==> src/rtl/gpc_pkg.sv <==
package gpc_pkg;
  typedef enum logic [1:0] {
    ST_IDLE   = 2'd0,
    ST_XFER   = 2'd1,
    ST_GAP    = 2'd2,
    ST_RESUME = 2'd3
  } gpc_state_e;

  typedef struct packed {
    logic rd;
    logic rw_en;
    logic irq_en;
    logic wide4;
  } gpc_cfg_t;

  localparam int CFG_W = $bits(gpc_cfg_t);
endpackage

==> src/rtl/gpc_seq.sv <==
module gpc_seq
  import gpc_pkg::*;
(
  input  logic       clk,
  input  logic       rst_n,
  input  logic       start,
  input  logic       blk_done,
  input  logic       last_blk,
  input  logic       stop_req,
  input  logic       cont_accept,
  input  logic       restarted,
  output gpc_state_e state,
  output logic       done_pulse
);
  gpc_state_e nxt;
  logic       fin;

  assign fin = (state == ST_XFER) && blk_done && last_blk;

  always_comb begin
    nxt = state;
    unique case (state)
      ST_IDLE:   if (start) nxt = ST_XFER;
      ST_XFER: begin
        if (fin)                      nxt = ST_IDLE;
        else if (blk_done && stop_req) nxt = ST_GAP;
      end
      ST_GAP:    if (cont_accept) nxt = ST_RESUME;
      ST_RESUME: if (restarted)   nxt = ST_XFER;
      default:   nxt = ST_IDLE;
    endcase
  end

  always_ff @(posedge clk or negedge rst_n) begin
    if (!rst_n) begin
      state      <= ST_IDLE;
      done_pulse <= 1'b0;
    end else begin
      state      <= nxt;
      done_pulse <= fin;
    end
  end
endmodule

==> src/rtl/gpc_cont.sv <==
module gpc_cont
  import gpc_pkg::*;
(
  input  logic       clk,
  input  logic       rst_n,
  input  gpc_state_e state,
  input  logic       cont_wr,
  input  logic       stop_req,
  input  logic       dat_active,
  input  logic       wr_active,
  output logic       cont_accept,
  output logic       restarted,
  output logic       cont_bit
);
  assign cont_accept = cont_wr && !stop_req && (state == ST_GAP);
  assign restarted   = cont_bit && (dat_active || wr_active);

  always_ff @(posedge clk or negedge rst_n) begin
    if (!rst_n)           cont_bit <= 1'b0;
    else if (cont_accept) cont_bit <= 1'b1;
    else if (restarted)   cont_bit <= 1'b0;
  end
endmodule

==> src/rtl/gpc_outs.sv <==
module gpc_outs
  import gpc_pkg::*;
(
  input  logic       clk,
  input  logic       rst_n,
  input  gpc_state_e state,
  input  logic       start,
  input  gpc_cfg_t   cfg_in,
  input  logic       stop_req,
  output logic       pause,
  output logic       read_wait,
  output logic       gap_irq_win,
  output logic       data_wr_block
);
  gpc_cfg_t cfg_q;

  always_ff @(posedge clk or negedge rst_n) begin
    if (!rst_n)                           cfg_q <= '0;
    else if (start && state == ST_IDLE)   cfg_q <= cfg_in;
  end

  assign pause         = (state == ST_GAP);
  assign read_wait     = pause && cfg_q.rd && cfg_q.rw_en;
  assign gap_irq_win   = pause && cfg_q.wide4 && cfg_q.irq_en;
  assign data_wr_block = stop_req && (state != ST_IDLE);
endmodule

==> src/rtl/gap_pause_ctrl.sv <==
module gap_pause_ctrl
  import gpc_pkg::*;
(
  input  logic clk,
  input  logic rst_n,
  input  logic xfer_start,
  input  logic dir_read,
  input  logic rdwait_en,
  input  logic gapirq_en,
  input  logic bus_wide4,
  input  logic stop_req,
  input  logic cont_wr,
  input  logic blk_done,
  input  logic last_blk,
  input  logic dat_active,
  input  logic wr_active,
  output logic pause,
  output logic read_wait,
  output logic gap_irq_win,
  output logic data_wr_block,
  output logic cont_bit,
  output logic xfer_done
);
  gpc_state_e state;
  logic       cont_accept;
  logic       restarted;
  gpc_cfg_t   cfg_in;

  assign cfg_in = '{rd: dir_read, rw_en: rdwait_en, irq_en: gapirq_en, wide4: bus_wide4};

  gpc_seq seq_i (
    .clk(clk), .rst_n(rst_n), .start(xfer_start), .blk_done(blk_done),
    .last_blk(last_blk), .stop_req(stop_req), .cont_accept(cont_accept),
    .restarted(restarted), .state(state), .done_pulse(xfer_done)
  );

  gpc_cont cont_i (
    .clk(clk), .rst_n(rst_n), .state(state), .cont_wr(cont_wr),
    .stop_req(stop_req), .dat_active(dat_active), .wr_active(wr_active),
    .cont_accept(cont_accept), .restarted(restarted), .cont_bit(cont_bit)
  );

  gpc_outs outs_i (
    .clk(clk), .rst_n(rst_n), .state(state), .start(xfer_start),
    .cfg_in(cfg_in), .stop_req(stop_req), .pause(pause),
    .read_wait(read_wait), .gap_irq_win(gap_irq_win),
    .data_wr_block(data_wr_block)
  );
endmodule

==> config.mk <==
export PLATFORM = sky130hd
export DESIGN_NAME = gap_pause_ctrl
export DESIGN_NICKNAME = d
export VERILOG_FILES = /design/src/rtl/gpc_pkg.sv /design/src/rtl/gpc_seq.sv /design/src/rtl/gpc_cont.sv /design/src/rtl/gpc_outs.sv /design/src/rtl/gap_pause_ctrl.sv
export SDC_FILE = /design/constraint.sdc
export NUM_CORES = 1
export LEC_CHECK = 0
export BUFFER_PORTS_ARGS = -buffer_cell sky130_fd_sc_hd__clkbuf_2
export CAP_MARGIN = 10
export CORE_AREA = 3 3 40 42
export CTS_CLUSTER_DIAMETER = 120
export DETAILED_ROUTE_END_ITERATION = 6
export DIE_AREA = 0 0 43 45
export GPL_ROUTABILITY_DRIVEN = 0
export GPL_TIMING_DRIVEN = 0
export PLACE_DENSITY_LB_ADDON = 0.1
export RECOVER_POWER = 100
export SLEW_MARGIN = 30
export SYNTH_ARGS = -nofsm -noshare
export SYNTH_HDL_FRONTEND = slang
export SYNTH_SLANG_ARGS = --single-unit
==> constraint.sdc <==
create_clock -name clk -period 1.9 [get_ports clk]
set_input_delay 0.38 -clock clk [delete_from_list [all_inputs] [get_ports clk]]
set_output_delay 0.38 -clock clk [all_outputs]
set_load 0.02 [all_outputs]
==> results of run 1 <==
cell families (layout without fill, tap and decap cells):
| logic type | count (synthesis) | count (layout) | share of synthesized area [%] |
|---|---|---|---|
| multiplexers | 5 | 5 | 12.8 |
| adder cells (fa/ha/maj) | 4 | 4 | 11.7 |
| flip-flops | 8 | 8 | 46.6 |
| AND/OR/NAND/NOR | 9 | 9 | 13.1 |
| AO/OA/AOI/OAI | 9 | 9 | 13.1 |
| buffers and inverters | 3 | 25 | 2.62 |
cells in the mapped netlist:
cell type / count / share of area, %
a221o_1: 1 / 2.3
inv_1: 3 / 2.6
o21ai_0: 6 / 7.0
a21boi_0: 1 / 1.7
nor2b_1: 2 / 2.9
nand2_1: 2 / 1.7
mux2i_1: 1 / 2.3
a21oi_2: 1 / 2.0
mux2_2: 4 / 10
ha_1: 4 / 12
and3_1: 3 / 4.4
nor2_1: 1 / 0.87
dfrtp_1: 8 / 47
nand2b_4: 1 / 3.2
flip-flops by register name (all words and copies together), names as in the netlist:
name,flops
seq_i.state,2
outs_i.cfg_q,4
seq_i.done_pulse,1
cont_i.cont_bit,1
worst max-delay path by stage:
stage / slack, ns / end / cells past startpoint / start
after global routing: 0.08 / gap_irq_win / 4 / seq_i.state[0]
final: 0.19 / read_wait / 4 / seq_i.state[0]
after CTS: 0.17 / gap_irq_win / 4 / seq_i.state[0]
after detailed placement: 0.38 / seq_i.state[1] / 6 / seq_i.state[0]
after global placement: 0.38 / seq_i.state[1] / 6 / seq_i.state[0]
after floorplan: 0.42 / gap_irq_win / 3 / seq_i.state[0]
timing repair:
| item | CTS | global route |
|---|---|---|
| gates resized for setup | 0 | 0 |
| endpoints found under the hold margin | 8 | 0 |
| hold buffers | 1 | 0 |
critical path: cells and delay by family, from the launching register on:
kind | cells | cell delay (ns)
buffers and inverters | 2 | 0.25
adder cells (fa/ha/maj) | 1 | 0.25
AND/OR/NAND/NOR | 1 | 0.18
flip-flops | 1 | 0.40
through the flow:
step	utilization (%)	total power [uW]	hold WS [ns]
after global routing	43.6	751	0.362
final	43.6	680	0.365
after floorplan	-	493	0.0844
after detailed placement	41.9	577	0.238
after global placement	41.9	576	0.242
after CTS	44.4	709	0.359
area by class of cell:
| type | count | area, um^2 |
|---|---|---|
| clock buffer | 3 | 22.5 |
| fill | 127 | 724 |
| inverter | 3 | 11.3 |
| multi-input combinational | 27 | 214 |
| sequential | 8 | 200 |
| tap | 15 | 18.8 |
| timing repair buffer | 19 | 93.8 |
metal layers:
metal  GRT usage, %  share of wire (%)  vias up
met5              0                  0        -
met4           1.81               0.73        0
met3           7.97                9.7        2
met2           15.6                 45       12
met1           12.5                 44      172
li1               -                  -      179
power by group:
group	switching [uW]	total, uW	internal (uW)
Clock	51.4	123	71.9
Sequential	35.3	275	240
Combinational	145	282	137
==> summary.md, run 1 <==
| Metric | Value |
|---|---|
| Status | completed |
| Aggregate routed wire length | 821 um |
| P&R area growth vs syn | 30.6% |
| Final Slew Violations | 0 |
| Number of global-route vias before repair | 359 |
| Slowest cell on crit path | dfrtp_1 |
| CTS tree | built |
| Drt initial violations | 1 |
| Critical path type | flop to output pin |
| Clock buffer count from CTS | 3 |
| Most common cell after layout, fill and taps aside | clkbuf_2 |
| Final Instance Count excl. Fillers | 75 |
| CTS Sinks | 8 |
| Core ar. | 0.00128 mm^2 |
| Clk_skew | 0.00203 ns |
| FMAX | 0.585 GHz |
| Grt total ovfl | 0 |
| Initial Util | 33.4% |
| Crit path time final | 1.71 ns |
| Max cap viols | 0 |
| Clock Path Buffers | 2 |
| WL per Instance | 10.9 um |
| Crit-path cells | inv_1 -> ha_1 -> and3_1 -> clkbuf_2 |
| Sequential fraction of the synthesis area | 46.6% |
| Yosys warning count | 0 |
| First-pass DRT Iterations | 2 |
| Setup TNS | 0 ns |
| Final setup vio count | 0 |
| WHS Endpoint | outs_i.cfg_q[2] |
| Max rail drop VDD | 595 uV |
| Worst Path Required | 1.52 ns |
| Reg-to-reg endpoint | seq_i.state[1] |
| Final ANT Viol Nets | 0 |
| Unique masters post-synth | 14 |
| Gr usage total | 10.5% |
| HP Class | primary input to flop |
| ANT cells | 0 |
| Average size of a mapped cell | 11.3 um^2 |
| Placed wire-length estimate | 705 um |
| Hold_sp | rdwait_en |
| Avg Vias per Cell | 4.87 |
| Post-synthesis register bit count | 8 |
| Flop2flop setup slack | 0.35 ns |
| Final Cell Area | 561 um^2 |
| PD cells | 1210 mW/mm^2 |
| Slowest stage delay, CP | 0.40 ns |
| Crit start category | flop |
| CP endpoint kind | output pin |
| RSZ-0062 raised after global routing | no |
| Clock-pin transition on the worst setup and hold timing paths | 0.05 ns |
| Hold depth | 2 |
| Maximum number of pins on one net before global-route repair | 9 |
| Die X | 43 um |
| Mapped Area | 429 um^2 |
| I/O Pins | 19 |
| Worst R2R Path Depth | 6 |
| Clock root buffer master | clkbuf_4 |
| Mapped Cells | 38 |
| Die area | 0.00194 mm^2 |
| Largest fanout on the critical path | 6 |
| Period utilization | 90.0% |
| Highest-count cells in the layout ignoring fill and taps | 13 x clkbuf_2, 8 x dfrtp_1, 6 x o21ai_0, 5 x clkbuf_1 |
| First-pass GRT wire length | 1.46 mm |
| Slew HR | 71.9% |
| Via count | 365 |
| Slack of the critical path | 0.191 ns |
| Setup WS pre-CTS | 0.383 ns |
| Residual DRC | 0 |
| IO Port Bufs | 18 |
| Slew @ Worst Pin | 0.421 ns |
| Die Ht | 45 um |
| Share of cells above drive strength 1 | 35.0% |
| Worst EP arrival | 1.33 ns |
| Syn Nets | 55 |
| Setup Fix Bufs, Post-CTS | 0 |
| Clock latency on the worst-skew pair | 0.24 ns |
| Initial antenna violation count | 0 |
| Placed cells | 71 |
| Final #Nets | 79 |
| # rows | 13 |
| Placed Area | 538 um^2 |
| Final Hold Fails | 0 |
| Pleak | 0.000290 uW |
| Worst r2r src | seq_i.state[0] |
| H-Tree Level Count | 1 |
Note: power is estimated with default switching activity, not from simulation.
==> run 2: changes to the inputs <==
Clock period 1.9 ns to 1.5 ns, I/O delays scaled along.
==> run 2 against run 1 <==
  * The flow now finishes with violations (negative setup slack)
  * Sequential power increased by 29%
  * Routed wire length up 11%
  * Core utilization up 6.1 points
  * Clock-buffer cell count is the same
  * Cell area rose by 14%
  * Non-clock buffer count increased by 2
  * Sequential share of layout area fell by 4.4 points
  * Clock skew barely moved
  * Critical path depth unchanged
  * Global-route usage is 1.0 points higher
  * Via count decreased by 0.82%
  * Worst setup slack worse by 0.21 ns
  * Largest power group unchanged
==> summary.md, run 2 (synthesized netlist as in run 1, its figures left out) <==
| Metric | Value |
|---|---|
| Grt total ovfl | 0 |
| Clk_skew | 0.00188 ns |
| Clock latency on the worst-skew pair | 0.26 ns |
| Worst Path Required | 1.20 ns |
| CP endpoint kind | output pin |
| ANT cells | 0 |
| Share of cells above drive strength 1 | 51.6% |
| Filler cells | 118 |
| CP bufs+invs | 2 |
| IO Port Bufs | 18 |
| Crit path time final | 1.51 ns |
| Final Slew Violations | 0 |
| Period utilization | 101% |
| Crit start category | flop |
| Sw Ratio | 35.1% |
| Slew @ Worst Pin | 0.431 ns |
| Slack of the critical path | -0.0147 ns |
| Most flop-heavy register | outs_i.cfg_q |
| Critical path type | flop to output pin |
| Clock-pin transition on the worst setup and hold timing paths | 0.05 ns |
| P&R area growth vs syn | 49.0% |
| Maximum number of pins on one net before global-route repair | 9 |
| FMAX | 0.660 GHz |
| Placed cells | 71 |
| Final Hold Fails | 0 |
| Final #Nets | 81 |
| Initial antenna violation count | 0 |
| Highest-count cells in the layout ignoring fill and taps | 12 x clkbuf_2, 8 x dfrtp_1, 6 x o21ai_0, 4 x mux2_2 |
| RSZ-0062 raised after global routing | yes |
| PD cells | 1550 mW/mm^2 |
| CTS tree | built |
| First-pass DRT Iterations | 2 |
| Comb power frac | 47.7% |
| Failing checks | negative setup slack |
| H-Tree Level Count | 1 |
| # rows | 13 |
| Core ar. | 0.00128 mm^2 |
| Via count | 362 |
| Final ANT Viol Nets | 0 |
| Flop pwr share | 35.8% |
| Slew HR | 71.2% |
| Die Ht | 45 um |
| Setup WS pre-CTS | -0.0172 ns |
| I/O Pins | 19 |
| Avg Vias per Cell | 4.70 |
| Final total power | 993 uW |
| Clock network fraction of total power | 16.4% |
| CTS Sinks | 8 |
| Aggregate routed wire length | 914 um |
| Worst EP arrival | 1.21 ns |
| Max rail drop VDD | 742 uV |
| Final setup vio count | 2 |
| Int Pwr | 645 uW |
| Initial Util | 33.4% |
| Die X | 43 um |
| Flop2flop setup slack | 0.02 ns |
| Largest registers | outs_i.cfg_q: 4 flops, seq_i.state: 2 flops |
| Clock buffer count from CTS | 3 |
| Switching power | 348 uW |
| Slowest stage delay, CP | 0.39 ns |
| Delay-heaviest family, CP | flip-flops |
| Placed wire-length estimate | 705 um |
| First-pass GRT wire length | 1.54 mm |
| WL per Instance | 11.9 um |
| Gr usage total | 11.6% |
| Slowest cell on crit path | dfrtp_1 |
| Most common cell after layout, fill and taps aside | clkbuf_2 |
| Largest fanout on the critical path | 6 |
| Max cap viols | 0 |
| Hold WS | 0.273 ns |
| Final Instance Count excl. Fillers | 77 |
| Clock Path Buffers | 2 |
| Residual DRC | 0 |
| Largest register FFs | 4 |
| Die area | 0.00194 mm^2 |
| Status | finished, violations left |
| Drt initial violations | 2 |
| Clock root buffer master | clkbuf_4 |
| Crit-path cells | inv_2 -> ha_4 -> and3_4 -> buf_8 |
| Pleak | 0.000305 uW |
| Number of global-route vias before repair | 373 |
| HP Class | primary input to flop |
-- run 2: changes by cell type in the layout (fill, tap and decap cells not counted), sizes merged --
cell and delta:
buf +5, clkbuf -3
-- run 2: path summary, 6_finish.rpt --
kind	from	end	depth (start not counted)
worst max-delay path	seq_i.state[0]	read_wait	4
worst min-delay path	gapirq_en	outs_i.cfg_q[1]	2
worst max register to register	seq_i.state[0]	seq_i.state[1]	5
worst min register to register	cont_i.cont_bit	cont_i.cont_bit	2
max in group asynchronous	rst_n	seq_i.state[0]	2
min in group asynchronous	rst_n	cont_i.cont_bit	2
-- run 2: metal layers --
| layer | GRT usage [%] | wire length, um | vias to the layer above |
|---|---|---|---|
| met3 | 7.97 | 93 | 2 |
| li1 | - | - | 181 |
| met4 | 5.42 | 10 | 0 |
| met1 | 12.5 | 381 | 166 |
| met2 | 17.4 | 428 | 13 |
| met5 | 0 | 0 | - |
-- run 2: repair_timing --
item                                    4_1_cts  5_1_grt
endpoints found under the setup margin        6        5
resized for setup                            10        6
hold buffers                                  1        0
setup buffers                                 0        2
endpoints found under the hold margin         8        0
-- run 2: area by class of cell --
cell class,instances,area (um^2),share of cell area [%]
multi-input combinational,27,253,39.5
sequential,8,200,31.3
timing repair buffer,21,134,20.9
clock buffer,3,22.5,3.52
tap,15,18.8,2.94
inverter,3,11.3,1.76
-- run 2: power by group through the flow --
| stage | Combinational [uW] | Sequential (uW) | Clock (uW) |
|---|---|---|---|
| final | 474 | 356 | 163 |
| after global routing | 528 | 368 | 184 |
| after CTS | 412 | 358 | 167 |
| after detailed placement | 378 | 353 | 0 |
| after global placement | 374 | 355 | 0 |
| after floorplan | 275 | 350 | 0 |
-- run 2: metrics by stage --
step | setup TNS, ns | instance area [um^2] | util (%)
6_report | -0.0223 | 639 | 49.8
5_1_grt | -0.361 | 639 | 49.8
4_1_cts | -0.0990 | 606 | 47.1
3_5_place_dp | -0.0172 | 538 | 41.9
3_3_place_gp | -0.0220 | 538 | 41.9
2_1_floorplan | 0 | 429 | -
==> run 3: changes to the inputs <==
Settings changed: CTS_BUF_LIST set to sky130_fd_sc_hd__clkbuf_16.
==> run 3 against run 2 <==
  * The flow still finishes with violations (negative setup slack)
  * Worst setup slack about the same
  * Final cell count up 2.6%
  * Combinational power up 11%
  * Global-route usage up 0.25 points
  * Sequential power about the same
  * Clock power rose to 2.7 times the previous value
  * Power up 33%
  * Non-clock buffer count up 2
  * Via count up 5.0%
  * Cell area up 11%
==> summary.md, run 3 (synthesized netlist as in run 1, its figures left out) <==
| Metric | Value |
|---|---|
| Maximum number of pins on one net before global-route repair | 9 |
| FMAX | 0.660 GHz |
| Slack of the critical path | -0.0144 ns |
| Failing checks | negative setup slack |
| Most common cell after layout, fill and taps aside | clkbuf_2 |
| Status | finished, violations left |
| Setup WS pre-CTS | -0.0172 ns |
| PD cells | 1870 mW/mm^2 |
| Clock buffer count from CTS | 3 |
| Max cap viols | 0 |
| Final setup vio count | 2 |
| Filler cells | 111 |
| Final Slew Violations | 0 |
| HP Class | primary input to flop |
| Pleak | 0.000345 uW |
| Gr usage total | 11.8% |
| Worst Path Required | 1.20 ns |
| CP endpoint kind | output pin |
| Final Util | 55.2% |
| Reg-to-reg endpoint | seq_i.state[1] |
| Largest fanout on the critical path | 6 |
| WL per Instance | 12.8 um |
| Final ANT Viol Nets | 0 |
| P&R area growth vs syn | 65.3% |
| Final #Nets | 83 |
| First-pass GRT wire length | 1.60 mm |
| Hold_sp | rdwait_en |
| Slowest cell on crit path | dfrtp_1 |
| Hold depth | 2 |
| Max rail drop VDD | 1450 uV |
| Slew HR | 70.9% |
| WHS Endpoint | outs_i.cfg_q[2] |
| Slowest stage delay, CP | 0.40 ns |
| Crit path time final | 1.51 ns |
| Initial antenna violation count | 0 |
| Residual DRC | 0 |
| Worst R2R Path Depth | 5 |
| I/O Pins | 19 |
| Clock Path Buffers | 2 |
| Highest-count cells in the layout ignoring fill and taps | 14 x clkbuf_2, 8 x dfrtp_1, 6 x o21ai_0, 4 x mux2_2, 4 x buf_4 |
| Die area | 0.00194 mm^2 |
| Clock root buffer master | clkbuf_16 |
| Delay-heaviest family, CP | flip-flops |
| Clock-pin transition on the worst setup and hold timing paths | 0.04 ns |
| Clock latency on the worst-skew pair | 0.23 ns |
| RSZ-0062 raised after global routing | yes |
| IO Port Bufs | 18 |
| Period utilization | 101% |
| Initial Util | 33.4% |
| Slew @ Worst Pin | 0.437 ns |
| CP bufs+invs | 2 |
| Die X | 43 um |
| Final Hold Fails | 0 |
| Crit-path cells | buf_6 -> ha_4 -> and3_4 -> buf_8 |
| Share of cells above drive strength 1 | 56.3% |
| Core ar. | 0.00128 mm^2 |
| Aggregate routed wire length | 1.01 mm |
| Number of global-route vias before repair | 391 |
| Placed wire-length estimate | 705 um |
| First-pass DRT Iterations | 2 |
| Final Cell Area | 709 um^2 |
| Grt total ovfl | 0 |
| Crit start category | flop |
| H-Tree Level Count | 1 |
| Final total power | 1320 uW |
| # rows | 13 |
| WP depth | 4 |
| Clk_skew | 0.000249 ns |
| Worst EP arrival | 1.21 ns |
| CTS Sinks | 8 |
| Flop2flop setup slack | 0.04 ns |
| Via count | 380 |
| Worst r2r src | seq_i.state[1] |
| Largest register FFs | 4 |
| CTS tree | built |
| Largest registers | outs_i.cfg_q: 4 flops, seq_i.state: 2 flops |
| Most flop-heavy register | outs_i.cfg_q |
| Drt initial violations | 1 |
| Placed Area | 538 um^2 |
| Critical path type | flop to output pin |
| Die Ht | 45 um |
| ANT cells | 0 |
| Avg Vias per Cell | 4.81 |
==> run 3: changes by cell type in the layout (fill, tap and decap cells not counted) <==
cell,delta
buf_4,+1
buf_6,+2
buf_8,-1
clkbuf_1,-2
clkbuf_16,+3
clkbuf_2,+2
clkbuf_4,-3
==> run 3: how the worst max path moves through the flow <==
stage / startpoint / endpoint / slack (ns)
after global placement: seq_i.state[0] / seq_i.state[1] / -0.02
after detailed placement: seq_i.state[0] / seq_i.state[1] / -0.02
after floorplan: seq_i.state[0] / seq_i.state[1] / 0.04
after CTS: seq_i.state[0] / data_wr_block / -0.02
final: seq_i.state[1] / read_wait / -0.01
after global routing: seq_i.state[1] / seq_i.state[1] / -0.06
==> run 3: per-layer routing <==
layer / vias to the layer above / share of wire (%) / routed length (um) / GRT usage [%]
met5: - / 0 / 0 / 0
met4: 0 / 0 / 0 / 3.61
met3: 0 / 9.6 / 97 / 7.97
met2: 14 / 51 / 513 / 20.1
met1: 182 / 40 / 402 / 11.8
li1: 184 / - / - / -
==> run 3: per-stage QoR <==
step / instances / hold WS [ns] / TNS (ns)
6_report: 79 / 0.303 / -0.0262
3_5_place_dp: 71 / 0.158 / -0.0172
5_1_grt: 79 / 0.314 / -0.153
4_1_cts: 77 / 0.304 / -0.0196
2_1_floorplan: 38 / 0.00441 / 0
3_3_place_gp: 71 / 0.162 / -0.0220
==> run 3: what timing repair did <==
action                                 CTS  global route
resized for setup                        9             8
setup endpoints to repair                5             5
buffers inserted                         2             2
endpoints found under the hold margin    8             0
pin swaps                                1             3
hold buffers                             1             0
==> run 3: power by group <==
group / switching, uW / internal, uW / total [uW] / leakage (uW)
Sequential: 52.9 / 305 / 358 / 0.0000983
Clock: 99.5 / 343 / 443 / 0.0000370
Combinational: 243 / 280 / 524 / 0.000210
==> run 3: final cells by class <==
type / instances / area [um^2] / area share [%]
Inverter: 3 / 11.3 / 1.59
Timing Repair Buffer: 23 / 151 / 21.3
Clock buffer: 3 / 75.1 / 10.6
Sequential cell: 8 / 200 / 28.2
Multi-Input combinational cell: 27 / 253 / 35.6
Tap cell: 15 / 18.8 / 2.65
==> run 3: worst reg2reg max path, cell delays in order, from the launching register on <==
cell	delay [ns]
dfrtp_1	0.40
buf_6	0.14
ha_4	0.17
a221o_1	0.35
a21oi_2	0.14
mux2i_1	0.19
